`config.mk`:
```
export PLATFORM = sky130hd
export DESIGN_NAME = dram_strobe_ctl
export DESIGN_NICKNAME = d
export VERILOG_FILES = /design/src/rtl/dram_strobe_pkg.sv /design/src/rtl/dram_bank_latch.sv /design/src/rtl/dram_row_strobes.sv /design/src/rtl/dram_col_timing.sv /design/src/rtl/dram_strobe_ctl.sv
export SDC_FILE = /design/constraint.sdc
export NUM_CORES = 1
export LEC_CHECK = 0
export CAP_MARGIN = 10
export CORE_AREA = 2 2 39 41
export CTS_CLUSTER_SIZE = 8
export DETAILED_ROUTE_END_ITERATION = 6
export DIE_AREA = 0 0 41 43
export DONT_BUFFER_PORTS = 1
export HOLD_SLACK_MARGIN = 0.15
export PLACE_DENSITY_LB_ADDON = 0.3
export SLEW_MARGIN = 20
export SYNTH_ARGS = -nofsm -noshare
export SYNTH_HDL_FRONTEND = slang
export SYNTH_SLANG_ARGS = --single-unit
```
`constraint.sdc`:
```
create_clock -name clk -period 2.3 [get_ports clk]
set_input_delay 0 -clock clk [delete_from_list [all_inputs] [get_ports clk]]
set_output_delay 0 -clock clk [all_outputs]
set_load 0.05 [all_outputs]
```
`src/rtl/dram_strobe_pkg.sv`:
```
package dram_strobe_pkg;

    // Registered outputs of the column timing block
    typedef struct packed {
        logic cas_n;
        logic addr_col;
    } col_out_t;

endpackage

```
`src/rtl/dram_bank_latch.sv`:
```
module dram_bank_latch #(
    parameter int BANK_BITS = 1
) (
    input  logic                 clk,
    input  logic                 rst,
    input  logic                 mreq_n,
    input  logic [BANK_BITS-1:0] bank_addr,
    input  logic                 mem_sel,
    output logic [BANK_BITS-1:0] eff_bank,
    output logic                 eff_sel
);

    typedef struct packed {
        logic                 mreq_prev_n;
        logic [BANK_BITS-1:0] bank;
        logic                 sel;
    } latch_t;

    latch_t st_d, st_q;
    logic   req_fall;

    always_comb begin
        st_d     = st_q;
        req_fall = !mreq_n && st_q.mreq_prev_n;
        // At the falling edge the fresh inputs are used; afterwards the capture
        eff_bank = req_fall ? bank_addr : st_q.bank;
        eff_sel  = req_fall ? mem_sel   : st_q.sel;
        st_d.mreq_prev_n = mreq_n;
        if (req_fall) begin
            st_d.bank = bank_addr;
            st_d.sel  = mem_sel;
        end
    end

    always_ff @(posedge clk) begin
        if (rst) begin
            st_q.mreq_prev_n <= 1'b1;
            st_q.bank        <= '0;
            st_q.sel         <= 1'b0;
        end else begin
            st_q <= st_d;
        end
    end

endmodule

```
`src/rtl/dram_row_strobes.sv`:
```
module dram_row_strobes #(
    parameter int BANK_BITS = 1,
    localparam int NBANK    = 1 << BANK_BITS
) (
    input  logic                 clk,
    input  logic                 rst,
    input  logic                 mreq_n,
    input  logic                 rfsh_n,
    input  logic [BANK_BITS-1:0] eff_bank,
    input  logic                 eff_sel,
    output logic [NBANK-1:0]     ras_n
);

    logic [NBANK-1:0] ras_d, ras_q;

    for (genvar b = 0; b < NBANK; b++) begin : g_bank
        always_comb begin
            // Refresh bypasses the select so every bank is strobed
            ras_d[b] = mreq_n |
                       (rfsh_n & !(eff_sel && (eff_bank == BANK_BITS'(b))));
        end
    end

    always_ff @(posedge clk) begin
        if (rst) ras_q <= '1;
        else     ras_q <= ras_d;
    end

    assign ras_n = ras_q;

endmodule

```
`src/rtl/dram_col_timing.sv`:
```
module dram_col_timing
    import dram_strobe_pkg::*;
#(
    parameter int CAS_DLY  = 2,
    parameter int RCAS_LEN = 2
) (
    input  logic clk,
    input  logic rst,
    input  logic mreq_n,
    input  logic rfsh_n,
    output logic cas_n,
    output logic addr_col
);

    typedef struct packed {
        logic [CAS_DLY-1:0]  req_low_hist;   // 1 = memory request was low
        logic [RCAS_LEN-1:0] rfsh_high_hist; // 1 = refresh strobe was high
        col_out_t            out;
    } col_t;

    col_t st_d, st_q;
    logic cas_acc, cas_rfsh;

    always_comb begin
        st_d = st_q;
        // Access half: request held low for CAS_DLY earlier samples
        cas_acc  = !mreq_n && rfsh_n && (&st_q.req_low_hist);
        // Refresh half: short pulse after the strobe falls
        cas_rfsh = !rfsh_n && (|st_q.rfsh_high_hist);
        st_d.out.cas_n    = !(cas_acc || cas_rfsh);
        st_d.out.addr_col = !mreq_n && rfsh_n && st_q.req_low_hist[0];
        st_d.req_low_hist   = CAS_DLY'({st_q.req_low_hist, !mreq_n});
        st_d.rfsh_high_hist = RCAS_LEN'({st_q.rfsh_high_hist, rfsh_n});
    end

    always_ff @(posedge clk) begin
        if (rst) begin
            st_q.req_low_hist   <= '0;
            st_q.rfsh_high_hist <= '0;
            st_q.out.cas_n      <= 1'b1;
            st_q.out.addr_col   <= 1'b0;
        end else begin
            st_q <= st_d;
        end
    end

    assign cas_n    = st_q.out.cas_n;
    assign addr_col = st_q.out.addr_col;

endmodule

```
`src/rtl/dram_strobe_ctl.sv`:
```
module dram_strobe_ctl #(
    parameter int BANK_BITS = 1,
    parameter int CAS_DLY   = 2,
    parameter int RCAS_LEN  = 2,
    localparam int NBANK    = 1 << BANK_BITS
) (
    input  logic                 clk,
    input  logic                 rst,
    input  logic                 mreq_n,
    input  logic                 rfsh_n,
    input  logic [BANK_BITS-1:0] bank_addr,
    input  logic                 mem_sel,
    output logic [NBANK-1:0]     ras_n,
    output logic                 cas_n,
    output logic                 addr_col
);

    logic [BANK_BITS-1:0] eff_bank;
    logic                 eff_sel;

    dram_bank_latch #(.BANK_BITS(BANK_BITS)) u_latch (
        .clk       (clk),
        .rst       (rst),
        .mreq_n    (mreq_n),
        .bank_addr (bank_addr),
        .mem_sel   (mem_sel),
        .eff_bank  (eff_bank),
        .eff_sel   (eff_sel)
    );

    dram_row_strobes #(.BANK_BITS(BANK_BITS)) u_rows (
        .clk      (clk),
        .rst      (rst),
        .mreq_n   (mreq_n),
        .rfsh_n   (rfsh_n),
        .eff_bank (eff_bank),
        .eff_sel  (eff_sel),
        .ras_n    (ras_n)
    );

    dram_col_timing #(.CAS_DLY(CAS_DLY), .RCAS_LEN(RCAS_LEN)) u_cols (
        .clk      (clk),
        .rst      (rst),
        .mreq_n   (mreq_n),
        .rfsh_n   (rfsh_n),
        .cas_n    (cas_n),
        .addr_col (addr_col)
    );

endmodule

```
==> impl_metrics.toml, run 1 <==
[run_status]
outcome = "finished, final reports clean"

[yosys]
async_reset_ff_share_pct = 0
synthTopCellsByCount = "11 x dfxtp_1, 3 x nor2_1, 2 x inv_1, 2 x mux2i_1"
synth_seq_cells = 11
synth_edf_count = 0
synthesis.area_um2 = 377
synthFlopType = "dfxtp_1"
synth.area.top_cells = "dfxtp_1 58%, mux2i_1 5.3%, nand2b_4 3.7%, and3b_4 3.3%, and4bb_1 3.3%"
syn_inst = 32
yosysUniqueCellTypes = 18
yosysMostFrequentCell = "dfxtp_1"
syn_avg_cell_area_um2 = 11.8
syn_nets = 38
synth_top_area_cell = "dfxtp_1"
yosys_warnings = 0
ys_seq_area_share_pct = 58.5
netlist.area_leader.share_pct = 58.5

[hold_path]
whs_path_depth = 1
worstHoldPathType = "reg2reg"

[clock_tree]
cts.path.max_buffers = 2
clkLatencyLatePin_ns = 0.26
cts_made_buffers = 3
cts_max_level = 1
clk_pin_slew_worst_paths_ns = 0.06
cts_resized = 0
cts_root_buf = "clkbuf_4"
holdBufCountCts = 8
cts_tree = "built"
cts_sinks = 11
post_cts_buffers = 0

[worst_setup_path]
cp_max_fo = 7
path_cells = "dlygate4sd3_1 > or2_1 > a21o_1 > dlygate4sd3_1"
reg2reg_depth = 4
endpoint_kind = "flop"
path_depth = 4
cp_top_family = "buffers and inverters"
cpPeakStageDelay_ns = 0.64
worst_path_most_repeated_cell = "dlygate4sd3_1"
required_ns = 2.45
cp.arrival_ns = 1.64
cpMaxStageDelayCell = "dlygate4sd3_1"
path_class = "in2reg"
crit_buf_inv = 2
startpoint_type = "input pin"

[routing]
drcViolationCount = 0
num_vias = 267
drt_wl_total_um = 658
avgViaCountPerCell = 4.45
postRouteAntennaNets = 0
routedWlPerCell_um = 11.0
drtPass1Iterations = 2
drt-initial-drc-count = 1

[timing]
period_share_pct = 64.8
tightestPinTransition_ns = 0.478
min_period_ns = 1.49
maxSlewHeadroom_pct = 68.1
rsz0062_at_grt = "no"
hold_violations = 0
finalSetupTns_ns = 0
max_freq_mhz = 671
clock-skew-final_ns = 0.00304
setup_viol = 0
holdWs_ns = 0.410
finalMaxSlewViolations = 0

[layout]
fin_nets = 51
drive_gt1_share_pct = 15.9
antenna_cells = 0
fillers = 142
areaGrowthSynthToFinish_pct = 33.6
instances_no_fill = 60

[place]
port_buffers = 0
place_inst = 48
place.gp.congestion = 0.774
dp_hpwl_um = 470

[floorplan]
num_rows = 14
die_w_um = 41
initial_core_util_pct = 27.2
pin_count = 10
die_y_um = 43
design.core.area_mm2 = 0.00138
die-area_mm2 = 0.00176

[power]
p_per_area_mw_per_mm2 = 743
vdd_drop_max_uv = 241
p_leak_nw = 0.204

[global_routing]
grt.total_usage_pct = 10.2
grt_pass1_wl_um = 1150
grt_max_degree = 8
antenna_found_initial = 0
grt_pass1_vias = 303
grt_overflow = 0

[flow_run]
maxCapViolations = 0
==> worst register-to-register path: cells and delay by family (launching register included) <==
family	cells	cell delay, ns
AND/OR/NAND/NOR	1	0.21
buffers and inverters	1	0.54
flip-flops	1	0.39
AO/OA/AOI/OAI	2	0.22
==> worst paths after layout <==
kind | from | to | slack (ns)
max | rst | u_rows.ras_n[0] | 0.81
min | u_cols.st_q[5] | u_cols.cas_n | 0.41
max reg2reg | u_latch.st_q[2] | u_rows.ras_n[0] | 0.83
min reg2reg | u_cols.st_q[5] | u_cols.cas_n | 0.41
==> cells in the final DEF (no fill, tap or decap) <==
cell / n
and3b_4: 1
dfxtp_1: 11
nor2_1: 3
a31oi_1: 1
dlygate4sd3_1: 8
or2_1: 1
nand2b_4: 1
nor3_1: 1
a21oi_2: 1
clkbuf_1: 1
nand4b_1: 1
nand3_1: 1
inv_1: 2
clkbuf_4: 3
and4bb_1: 1
mux2i_1: 2
nor2b_1: 1
nor2b_2: 1
a31o_1: 1
and2b_1: 1
a21o_1: 1
==> metrics by stage <==
stage	cell area (um^2)	power, mW	util (%)	worst slack (ns)
final	503	0.374	36.3	0.810
after detailed placement	397	0.236	28.7	1.39
after CTS	503	0.383	36.3	0.819
after global placement	397	0.235	28.7	1.41
after global routing	503	0.397	36.3	0.751
after floorplan	377	0.233	-	1.43
==> power breakdown <==
part | switching, mW | internal, mW
combinational | 0.0121 | 0.0210
clock | 0.0601 | 0.0669
sequential | 0.0140 | 0.199
==> sequential cells by signal, summed over array words and instances, names as in the netlist <==
name and cells:
u_latch.st_q 3, u_rows.ras_n 2, u_cols.st_d 2, u_cols.addr_col 1, u_cols.st_q 2, u_cols.cas_n 1
==> logic make-up (layout without fill, tap and decap cells) <==
kind of cell,count (synthesis),in the layout,share of synthesized area [%]
buffers and inverters,2,14,1.99
DFF,11,11,58.5
AOI/OAI and AO/OA,4,4,8.31
muxes,2,2,5.32
and+or+nand+nor,13,13,25.9
==> area by class of cell <==
cell class	count	area (um^2)	area share, %
flip-flops and latches	11	220	43.8
multi-input cells	19	149	29.6
repair buffers	8	80.1	15.9
clock buffers	4	26.3	5.22
well taps	16	20.0	3.98
inverters	2	7.51	1.49
==> layer usage <==
layer / GRT usage, % / up-vias / routed length [um] / share of wire, %
met1: 10.7 / 121 / 291 / 44
met4: 8.00 / 0 / 12 / 1.8
met5: 0 / - / 0 / 0
li1: - / 135 / - / -
met3: 3.66 / 2 / 35 / 5.3
met2: 15.3 / 9 / 319 / 48
Note: power is estimated with default switching activity, not from simulation.
==> inputs of run 2 (changes only) <==
Clock period 2.3 ns to 1.5 ns, I/O delays scaled along.
==> impl_metrics.toml, run 2 (synthesis gave the netlist of run 1 again) <==
[timing]
tightestPinTransition_ns = 0.477
max_freq_mhz = 705
min_period_ns = 1.42
finalSetupTns_ns = 0
finalMaxSlewViolations = 0
setup_viol = 0
rsz0062_at_grt = "no"
maxSlewHeadroom_pct = 68.1
clock-skew-final_ns = 0.000508
period_share_pct = 94.6
hold_violations = 0

[clock_tree]
clk_pin_slew_worst_paths_ns = 0.06
cts_sinks = 11
cts_resized = 0
cts_made_buffers = 3
cts_max_level = 1
cts_root_buf = "clkbuf_4"
cts.path.max_buffers = 2
clkLatencyLatePin_ns = 0.26
cts_tree = "built"

[layout]
regMostFlops = "u_latch.st_q"
areaGrowthSynthToFinish_pct = 33.6
fillers = 141
final_common_cell = "dfxtp_1"
largest_reg_flops = 3
final_cell_mix = "11 x dfxtp_1, 8 x dlygate4sd3_1, 3 x nor2_1, 3 x clkbuf_4"
design_area_um2 = 503
fin_util_pct = 36.3
drive_gt1_share_pct = 15.9
fin_nets = 51
antenna_cells = 0

[place]
place.gp.congestion = 0.708
dp_hpwl_um = 489
dpl_cell_area_um2 = 397
port_buffers = 0

[worst_setup_path]
startpoint_type = "input pin"
required_ns = 1.65
cp.arrival_ns = 1.56
reg2reg_slack_ns = 0.09
cp_max_fo = 4
path_class = "in2reg"
timing.rr.start = "u_latch.st_q[2]"
endpoint_kind = "flop"
reg2reg_depth = 3
rr_endpoint = "u_rows.ras_n[1]"

[global_routing]
grt_overflow = 0
antenna_found_initial = 0
grt_max_degree = 8
grt_pass1_vias = 309
grt.total_usage_pct = 11.4
grt_pass1_wl_um = 1240

[floorplan]
die-area_mm2 = 0.00176
design.core.area_mm2 = 0.00138
num_rows = 14
die_y_um = 43
initial_core_util_pct = 27.2
die_w_um = 41
pin_count = 10

[power]
seq_power_share_pct = 57.8
p_per_area_mw_per_mm2 = 1130
internal_power_uw = 439
p_leak_nw = 0.207
switching_power_uw = 128
vdd_drop_max_uv = 396
clock_power_share_pct = 33.5
switching_share_pct = 22.6
p_comb_share_pct = 8.7

[routing]
avgViaCountPerCell = 4.60
drtPass1Iterations = 1
routedWlPerCell_um = 12.0
drcViolationCount = 0
drt_wl_total_um = 719
drt-initial-drc-count = 0
postRouteAntennaNets = 0
num_vias = 276

[hold_path]
worstHoldPathType = "in2reg"
hold_end = "u_rows.ras_n[0]"
whs_path_depth = 3
hold_start = "mem_sel"

[run_status]
outcome = "finished, final reports clean"

[flow_run]
maxCapViolations = 0
==> run 2: how the worst max path moves through the flow <==
| stage | end | slack [ns] | from | cells after the start |
|---|---|---|---|---|
| finish | u_latch.st_q[0] | 0.08 | mreq_n | 5 |
| global route | u_rows.ras_n[1] | 0.008 | u_latch.st_q[2] | 3 |
| CTS | u_rows.ras_n[1] | 0.13 | u_latch.st_q[2] | 3 |
| detailed placement | u_rows.ras_n[0] | 0.54 | u_latch.st_q[2] | 3 |
| global placement | u_rows.ras_n[0] | 0.61 | u_latch.st_q[2] | 3 |
| floorplan | u_rows.ras_n[0] | 0.63 | u_latch.st_q[2] | 3 |
==> run 2: what timing repair did <==
| action | in CTS | in global routing |
|---|---|---|
| endpoints found under the hold margin | 11 | 0 |
| hold buffers | 8 | 0 |
| buffers inserted | 0 | 0 |
==> run 2: critical path, stage by stage <==
cell and delay (ns):
dlygate4sd3_1 0.59, nand2b_4 0.17, mux2i_1 0.19, nor2_1 0.06, dlygate4sd3_1 0.56
==> run 2: area by class of cell <==
| type | instances | area (um^2) | area share (%) |
|---|---|---|---|
| Timing Repair Buffer | 8 | 80.1 | 15.9 |
| Sequential cell | 11 | 220 | 43.8 |
| Multi-Input combinational cell | 19 | 149 | 29.6 |
| Tap cell | 16 | 20.0 | 3.98 |
| Inverter | 2 | 7.51 | 1.49 |
| Clock buffer | 4 | 26.3 | 5.22 |
==> run 2: per-layer routing <==
metal / track usage [%] / wire length (um) / vias to the layer above
met4: 14.7 / 38 / 0
met2: 16.3 / 344 / 11
met1: 9.71 / 286 / 124
met3: 4.71 / 50 / 4
met5: 0 / 0 / -
li1: - / - / 137
==> run 2: power groups by stage <==
stage	sequential, mW	clock, mW	combinational, mW
after floorplan	0.333	0	0.0239
after global placement	0.334	0	0.0256
after detailed placement	0.334	0	0.0273
after CTS	0.328	0.204	0.0490
after global routing	0.330	0.216	0.0541
final	0.328	0.190	0.0495
==> run 2: metrics by stage <==
stage	power [mW]	worst slack [ns]	std cells	hold slack (ns)
CTS	0.580	0.127	60	0.202
detailed placement	0.362	0.545	48	0.0765
global placement	0.359	0.611	48	0.0746
finish	0.567	0.0816	60	0.218
global route	0.600	0.00823	60	0.229
floorplan	0.357	0.634	32	0.0716
==> inputs of run 3 (changes only) <==
Settings changed: SYNTH_HIERARCHICAL set to 1.
==> impl_metrics.toml, run 3 <==
[run_status]
outcome = "finished, final reports clean"

[layout]
fin_nets = 50
final_common_cell = "dfxtp_1"
areaGrowthSynthToFinish_pct = 26.6
drive_gt1_share_pct = 20.9
instances_no_fill = 59
final_cell_mix = "11 x dfxtp_1, 6 x dlygate4sd3_1, 3 x clkbuf_4, 3 x a211o_1, 3 x nand2b_1"
regMostFlops = "u_latch/st_q"
largest_reg_flops = 3
antenna_cells = 0

[yosys]
syn_inst = 33
synth_top_area_cell = "dfxtp_1"
yosys_warnings = 6
yosysUniqueCellTypes = 15
synthTopCellsByCount = "11 x dfxtp_1, 3 x a211o_1, 3 x nand2b_1"
synth_seq_cells = 11
synth_edf_count = 0
async_reset_ff_share_pct = 0
syn_avg_cell_area_um2 = 12.1
synthesis.area_um2 = 399
ys_seq_area_share_pct = 55.2
synth.area.top_cells = "dfxtp_1 55%, mux2_4 7.5%, a211o_1 6.6%, nand4bb_1 5.6%, nand2b_1 4.7%"
synthFlopType = "dfxtp_1"
netlist.area_leader.share_pct = 55.2
yosysMostFrequentCell = "dfxtp_1"
syn_nets = 39

[routing]
num_vias = 285
avgViaCountPerCell = 4.83
drcViolationCount = 0
wl_met1_um = 308
routedWlPerCell_um = 11.9
drt_wl_total_um = 702
postRouteAntennaNets = 0
met2_length_um = 345
routed-wl-met3_um = 47
drt-initial-drc-count = 5
drtPass1Iterations = 4
top_layer_used = "met3"

[worst_setup_path]
cp.arrival_ns = 1.61
timing.rr.start = "u_latch/st_q[2]"
reg2reg_slack_ns = 0.10
reg2reg_depth = 4
required_ns = 1.66
path_class = "in2reg"
endpoint_kind = "flop"
startpoint_type = "input pin"
cp_max_fo = 8
rr_endpoint = "u_rows/ras_n[0]"

[floorplan]
die_y_um = 43
pin_count = 10
num_rows = 14
die-area_mm2 = 0.00176
die_w_um = 41
design.core.area_mm2 = 0.00138
initial_core_util_pct = 28.8

[global_routing]
grt_overflow = 0
antenna_found_initial = 0
grt_max_degree = 13
grt.total_usage_pct = 10.9
grt_pass1_vias = 280
grt_pass1_wl_um = 1160

[timing]
min_period_ns = 1.45
tightestPinTransition_ns = 0.476
finalMaxSlewViolations = 0
maxSlewHeadroom_pct = 68.2
period_share_pct = 96.9
setup_viol = 0
clock-skew-final_ns = 0.000298
rsz0062_at_grt = "no"
max_freq_mhz = 688
hold_violations = 0
finalSetupTns_ns = 0

[power]
p_per_area_mw_per_mm2 = 1140
power_uw = 578
vdd_drop_max_uv = 362
p_leak_nw = 0.200

[clock_tree]
clk_pin_slew_worst_paths_ns = 0.07
cts_tree = "built"
cts_sinks = 11
cts_resized = 0
cts.path.max_buffers = 2
cts_root_buf = "clkbuf_4"
cts_made_buffers = 3
clkLatencyLatePin_ns = 0.26
cts_max_level = 1

[place]
place.gp.congestion = 0.653
place_inst = 49
port_buffers = 0

[hold_path]
hold_end = "u_rows/ras_n[1]"
hold_start = "mem_sel"
whs_path_depth = 3
worstHoldPathType = "in2reg"

[flow_run]
maxCapViolations = 0
-- run 3: cell types whose count changed in the layout (fill, tap and decap cells not counted), moves of 2 or more --
cell,change
a211o_1,+3
nand2b_1,+3
dlygate4sd3_1,-2
inv_1,-2
mux2_4,+2
mux2i_1,-2
nand4bb_1,+2
nor2_1,-2
o21ai_0,+2
-- run 3: worst max path at each step --
stage,startpoint,endpoint
after floorplan,u_latch/st_q[2],u_rows/ras_n[0]
after global placement,u_latch/st_q[2],u_rows/ras_n[0]
after detailed placement,u_latch/st_q[2],u_rows/ras_n[0]
after CTS,mreq_n,u_rows/ras_n[0]
after global routing,mreq_n,u_rows/ras_n[0]
final,mreq_n,u_rows/ras_n[0]
-- run 3: metrics by stage --
stage | util, % | instance area, um^2 | hold slack, ns | worst slack [ns]
CTS | 36.5 | 505 | 0.164 | 0.0576
global placement | 30.3 | 419 | 0.0695 | 0.146
detailed placement | 30.3 | 419 | 0.0711 | 0.113
global route | 36.5 | 505 | 0.182 | 0.0130
floorplan | - | 399 | 0.0667 | 0.172
finish | 36.5 | 505 | 0.179 | 0.0464
-- run 3: per-layer routing --
metal | GRT usage (%) | up-vias
li1 | - | 138
met1 | 11.1 | 137
met2 | 14.4 | 10
met3 | 6.81 | 0
met4 | 10.0 | 0
met5 | 0 | -
-- run 3: logic make-up after synthesis --
kind of cell	count (synthesis)	share of synthesized area [%]
simple gates	15	28.2
flops	11	55.2
compound gates	5	9.09
mux	2	7.52
-- run 3: worst max-delay path: stages --
cell and delay [ns]:
dlygate4sd3_1 0.67, nor2b_4 0.20, mux2_4 0.32, nand2b_1 0.14, a211o_1 0.28
-- run 3: repair_timing --
item                      CTS  global route
buffers inserted            0             0
hold endpoints to repair   11             0
hold buffers                6             0
-- run 3: power breakdown --
part | internal (mW) | leakage, nW | switching [mW] | total (mW)
Clock | 0.103 | 0.0150 | 0.0919 | 0.195
Sequential | 0.306 | 0.0908 | 0.0224 | 0.329
Combinational | 0.0335 | 0.0939 | 0.0207 | 0.0542
-- run 3: final cells by class --
class	instances	area (um^2)
clock buffer	4	26.3
fill	134	878
multi-input combinational	22	179
sequential	11	220
tap	16	20.0
timing repair buffer	6	60.1
